===== src/rtl/gapser_pkg.sv =====
package gapser_pkg;
  localparam int BYTE_BITS = 8;
  localparam int CNT_W     = $clog2(BYTE_BITS);
  typedef logic [BYTE_BITS-1:0] byte_t;
endpackage


===== src/rtl/tx_gap_ctrl.sv =====
module tx_gap_ctrl #(
  parameter int GAP_W = 16
) (
  input  logic             clk,
  input  logic             rst,
  input  logic             hold,
  input  logic             align_req,
  input  logic [GAP_W-1:0] thresh,
  output logic             clk_en,
  output logic [GAP_W-1:0] gap_cnt
);
  localparam logic [GAP_W-1:0] GAP_MAX = '1;
  localparam logic [GAP_W:0]   WIN_ONE = (GAP_W+1)'(1);

  // remaining cycles of an alignment gap, wide enough for thresh+1
  logic [GAP_W:0] win_left;

  always_ff @(posedge clk) begin
    if (rst) begin
      clk_en   <= 1'b0;
      gap_cnt  <= '0;
      win_left <= '0;
    end else begin
      if (align_req)
        win_left <= {1'b0, thresh} + WIN_ONE;
      else if (win_left != '0)
        win_left <= win_left - WIN_ONE;
      clk_en <= !(hold || align_req || (win_left > WIN_ONE));
      if (clk_en)
        gap_cnt <= '0;
      else if (gap_cnt != GAP_MAX)
        gap_cnt <= gap_cnt + 1'b1;
    end
  end

  assert_hold_gaps_R5: assert property (@(posedge clk) disable iff (rst)
    hold |=> !clk_en);
  assert_align_gaps_R6: assert property (@(posedge clk) disable iff (rst)
    align_req |=> !clk_en);
  assert_gap_saturates_R7: assert property (@(posedge clk) disable iff (rst)
    (!clk_en && gap_cnt == GAP_MAX) |=> (gap_cnt == GAP_MAX));
  assert_gap_restarts_R3: assert property (@(posedge clk) disable iff (rst)
    clk_en |=> (gap_cnt == '0));
endmodule


===== src/rtl/tx_deser.sv =====
module tx_deser
  import gapser_pkg::*;
#(
  parameter int GAP_W = 16
) (
  input  logic             clk,
  input  logic             rst,
  input  logic             en,
  input  logic             sdata,
  input  logic [GAP_W-1:0] gap_cnt,
  input  logic [GAP_W-1:0] thresh,
  output byte_t            out_data,
  output logic             out_valid
);
  localparam logic [CNT_W-1:0] LAST_BIT = CNT_W'(BYTE_BITS-1);

  byte_t            shreg;
  logic [CNT_W-1:0] nbits;

  always_ff @(posedge clk) begin
    if (rst) begin
      shreg     <= '0;
      nbits     <= '0;
      out_data  <= '0;
      out_valid <= 1'b0;
    end else begin
      out_valid <= 1'b0;
      if (en) begin
        if (gap_cnt > thresh) begin
          // long gap: this bit opens a new byte, partial bits are dropped
          shreg <= {{(BYTE_BITS-1){1'b0}}, sdata};
          nbits <= CNT_W'(1);
        end else begin
          shreg <= {shreg[BYTE_BITS-2:0], sdata};
          if (nbits == LAST_BIT) begin
            out_data  <= {shreg[BYTE_BITS-2:0], sdata};
            out_valid <= 1'b1;
            nbits     <= '0;
          end else begin
            nbits <= nbits + 1'b1;
          end
        end
      end
    end
  end

  assert_strobe_after_sample_R2: assert property (@(posedge clk) disable iff (rst)
    out_valid |-> $past(en));
  assert_strobe_single_R2: assert property (@(posedge clk) disable iff (rst)
    out_valid |=> !out_valid);
endmodule


===== src/rtl/rx_ser.sv =====
module rx_ser
  import gapser_pkg::*;
(
  input  logic  clk,
  input  logic  rst,
  input  logic  in_valid,
  input  byte_t in_data,
  output logic  in_ready,
  output logic  clk_en,
  output logic  sdata
);
  localparam logic [CNT_W-1:0] FULL_REM = CNT_W'(BYTE_BITS-1);

  byte_t            shreg;
  logic [CNT_W-1:0] remain;

  assign in_ready = (remain == '0);

  always_ff @(posedge clk) begin
    if (rst) begin
      shreg  <= '0;
      remain <= '0;
      clk_en <= 1'b0;
      sdata  <= 1'b0;
    end else if (remain != '0) begin
      sdata  <= shreg[BYTE_BITS-1];
      shreg  <= {shreg[BYTE_BITS-2:0], 1'b0};
      remain <= remain - 1'b1;
      clk_en <= 1'b1;
    end else if (in_valid) begin
      sdata  <= in_data[BYTE_BITS-1];
      shreg  <= {in_data[BYTE_BITS-2:0], 1'b0};
      remain <= FULL_REM;
      clk_en <= 1'b1;
    end else begin
      clk_en <= 1'b0;
    end
  end

  assert_byte_unbroken_R10: assert property (@(posedge clk) disable iff (rst)
    (remain != '0) |=> clk_en);
  assert_idle_stops_R10: assert property (@(posedge clk) disable iff (rst)
    (remain == '0 && !in_valid) |=> !clk_en);
  assert_msb_first_R9: assert property (@(posedge clk) disable iff (rst)
    (in_ready && in_valid) |=> (clk_en && sdata == $past(in_data[BYTE_BITS-1])));
endmodule


===== src/rtl/gapser_link.sv =====
module gapser_link
  import gapser_pkg::*;
#(
  parameter int GAP_W = 16
) (
  input  logic             clk,
  input  logic             rst,
  input  logic [GAP_W-1:0] gap_thresh,
  input  logic             tx_hold,
  input  logic             tx_align_req,
  output logic             txs_clk_en,
  input  logic             txs_data,
  output logic [7:0]       tx_out_data,
  output logic             tx_out_valid,
  input  logic [7:0]       rx_in_data,
  input  logic             rx_in_valid,
  output logic             rx_in_ready,
  output logic             rxs_clk_en,
  output logic             rxs_data
);
  logic [GAP_W-1:0] gap_cnt;

  tx_gap_ctrl #(.GAP_W(GAP_W)) u_gap (
    .clk      (clk),
    .rst      (rst),
    .hold     (tx_hold),
    .align_req(tx_align_req),
    .thresh   (gap_thresh),
    .clk_en   (txs_clk_en),
    .gap_cnt  (gap_cnt)
  );

  tx_deser #(.GAP_W(GAP_W)) u_deser (
    .clk      (clk),
    .rst      (rst),
    .en       (txs_clk_en),
    .sdata    (txs_data),
    .gap_cnt  (gap_cnt),
    .thresh   (gap_thresh),
    .out_data (tx_out_data),
    .out_valid(tx_out_valid)
  );

  rx_ser u_ser (
    .clk     (clk),
    .rst     (rst),
    .in_valid(rx_in_valid),
    .in_data (rx_in_data),
    .in_ready(rx_in_ready),
    .clk_en  (rxs_clk_en),
    .sdata   (rxs_data)
  );

  assert_reset_quiet_R1: assert property (@(posedge clk)
    $past(rst) |-> (!txs_clk_en && !rxs_clk_en && !tx_out_valid && rx_in_ready));
endmodule


===== config.mk =====
export PLATFORM = sky130hd
export DESIGN_NAME = gapser_link
export DESIGN_NICKNAME = d
export VERILOG_FILES = /design/src/rtl/gapser_pkg.sv /design/src/rtl/tx_gap_ctrl.sv /design/src/rtl/tx_deser.sv /design/src/rtl/rx_ser.sv /design/src/rtl/gapser_link.sv
export SDC_FILE = /design/constraint.sdc
export NUM_CORES = 1
export LEC_CHECK = 0
export BUFFER_PORTS_ARGS = -buffer_cell sky130_fd_sc_hd__buf_4
export CORE_ASPECT_RATIO = 1.4
export CORE_MARGIN = 4
export CORE_UTILIZATION = 59
export DETAILED_ROUTE_END_ITERATION = 6
export MAX_ROUTING_LAYER = met4
export PLACE_DENSITY = 0.8
export SYNTH_ARGS = -nofsm -noshare
export SYNTH_HDL_FRONTEND = slang
export SYNTH_HIERARCHICAL = 1
export SYNTH_SLANG_ARGS = --single-unit

===== constraint.sdc =====
create_clock -name clk -period 2.8 [get_ports clk]
set_input_delay 0.14 -clock clk [delete_from_list [all_inputs] [get_ports clk]]
set_output_delay 0.14 -clock clk [all_outputs]
set_load 0.1 [all_outputs]

==> metrics <==
Worst Max-Slew Pin Slew ~0.69 ns; FF-to-FF setup slack between 0.3 and 0.4 ns; area grow syn2layout 14.0%; Reg2Reg Depth 7; CP endpoint kind flip-flop; status finished clean; commonest non-fill, non-tap cell in the layout dfxtp_1; Layout fillers 545; Finish-stage setup viols 0; Static Leak 1.81 nW; met2 Resource Use GR 0.428; share of layout cells above drive strength 1 0.180; Synth Register Bits 65; Post-synth EDFFs 0; largest net degree at the start of global routing 41; starting utilization of the core area 0.614; Yosys cell types 81; # rows 35; Worst setup SP type flip-flop; CP max FO 9; H-tree depth 3; clk sink count 65; first-pass GRT wire length 16600 µm; most frequent cells in the layout 65 x dfxtp_1, 46 x buf_4, 32 x a21oi_1, 31 x nor2_1; Cells after DPL 586; Peak Freq 0.411 GHz; GRT Max-Usage Layer met2; Synth Warn # 6; max-slew violations 0; GPL Wtd Cong 0.963; dominant synthesized flop cell dfxtp_1; Vias 3831; vias in the first global route 3630; Detailed Route Iter0 Violations 351; Async SR Flop Fraction 0; Final Cycle Share 0.868; Die W 78.4 µm; max cap viols 0; Place WS around 0.32 ns; Clock Pin Slew Worst Setup and Hold Paths 0.08 ns; Post-Route WL 10100 µm; ANT nets after route 0; Tmin final about 2.4 ns; min-delay worst type in2reg; RSZ-0062 raised after global routing no; DRC viols 0; Antenna Cells 0; DRT Pass-1 Iters 6; CTS Buffer Depth 2; clk_skew about 0.013 ns; hpwl dp 7210 µm; nets 561; WS Path Type reg2reg; Final WS setup 0.369 ns; worst hold stages 3; die height 107 µm; Post-CTS Setup Bufs 0; die area 8350 µm²; Core Footprint 6660 µm²; synthesized instance count ~470; Vias/cell 6.35; clk_lat worst skew between 0.3 and 0.4 ns; met3 Use GR 0.0424; Max VDD drop 0.000611 V; Avg WL per Cell between 15 and 20 µm; met1 GRT Util 0.293; register area share after synthesis 0.318; # IOs 43; synthesized net count 526; number of CTS-inserted buffers 9; Port Buffers 42; Total GRT Usage 0.252; cell area after synthesis just over 4000 µm²; CTS tree built; Worst Path Arrival around 2.7 ns; CP Data Required Time 3.04 ns; total grt overflow 0; Avg Cell Area, Syn 8.68 µm²; Slew Limit Headroom 0.534; initial antenna violation count 0; PwrDens 602 nW/µm²; Root Buffer clkbuf_8; endpoints failing hold 0; fin cells 603; TNS Setup 0 ns
## synth_stat cells (3+ instances only)
library cell  count  area (µm²)
and2_1            3        18.8
a221oi_1          3        26.3
a311oi_1          3        26.3
a211oi_1         13        97.6
nor2_1           31         116
nor3_1           14        70.1
and4_1            3        26.3
nor4_1           10        62.6
nor2b_1           5        31.3
o21ai_1           6        30.0
a21oi_1          32         160
dfxtp_1          65        1300
clkbuf_1          9        33.8
or4_1            10        75.1
nand4_1          11        68.8
inv_1            30         113
buf_2             5        25.0
a21bo_2           7        70.1
a31oi_1           3        18.8
o31ai_1           4        30.0
and3_1            3        18.8
ha_1             25         313
mux2i_1          19         190
nand2_1          30         113
xnor2_1           9        78.8
nand3_1          24         120
a32o_1            9        90.1
or3_1            12        75.1
buf_1             3        11.3
o21ai_0           7        35.0
## what timing repair did
item                       CTS  global route
hold endpoints to repair     1             0
gates resized for setup      0             1
hold buffers                 1             0
setup endpoints to repair    0             1
## metal layers
layer | wire length [µm] | part of all wire
met5 | 0 | 0
met3 | 564 | 0.056
met2 | 5130 | 0.51
met4 | 199 | 0.020
met1 | 4170 | 0.41
## kinds of logic (layout without fill, tap and decap cells)
family,count (synthesis),count (layout),share of synthesized area
muxes,21,21,0.0520
xor gates and xnor gates,10,10,0.0214
DFF,65,65,0.318
and+or+nand+nor,179,179,0.259
adders and majority gates,25,25,0.0765
buffers and inverters,54,94,0.0649
AOI/OAI and AO/OA,117,117,0.208
## power breakdown
part	total [W]	leakage, nW	internal (W)	switching, W
sequential	0.00110	0.531	0.00102	0.0000796
combinational	0.000736	1.16	0.000262	0.000474
clock	0.000972	0.121	0.000596	0.000375
## critical path: stages (launching register included)
cell and delay, ns:
dfxtp_1 0.37, ha_1 0.34, nand4_2 0.15, nor4_1 0.48
a21boi_1 0.33, a21o_1 0.12, o21ai_1 0.21, a32o_1 0.33
## worst paths after layout
kind,endpoint,from
max,u_deser/shreg[4],u_gap/gap_cnt[13]
max reg2reg,u_deser/shreg[4],u_gap/gap_cnt[13]
min reg2reg,u_deser/out_data[3],u_deser/out_data[3]
min,u_deser/shreg[0],txs_data
## sequential cells by signal, summed over array words and instances (netlist names), 3 cells and up
register and cells:
u_ser/shreg 7, u_deser/out_data 8, u_deser/shreg 7, u_deser/nbits 3, u_gap/gap_cnt 16, u_gap/win_left 17, u_ser/remain 3
## stage by stage
stage | instance area (µm²) | utilization | hold WS, ns | power [W]
floorplan | 4090 | - | 0.213 | 0.00171
global placement | 4410 | 0.662 | 0.310 | 0.00183
detailed placement | 4410 | 0.662 | 0.314 | 0.00185
CTS | 4660 | 0.700 | 0.0428 | 0.00282
global route | 4660 | 0.700 | 0.0554 | 0.00294
finish | 4660 | 0.700 | 0.0662 | 0.00281
## final cells by class
class | count | area, µm² | share of cell area
multi-input cells | 352 | 2520 | 0.541
flip-flops and latches | 65 | 1300 | 0.279
repair buffers | 47 | 355 | 0.0762
clock buffers | 10 | 128 | 0.0274
inverters | 31 | 121 | 0.0260
clock inverters | 6 | 116 | 0.0250
well taps | 92 | 115 | 0.0247
No activity file was read; power rests on OpenSTA's default activity.
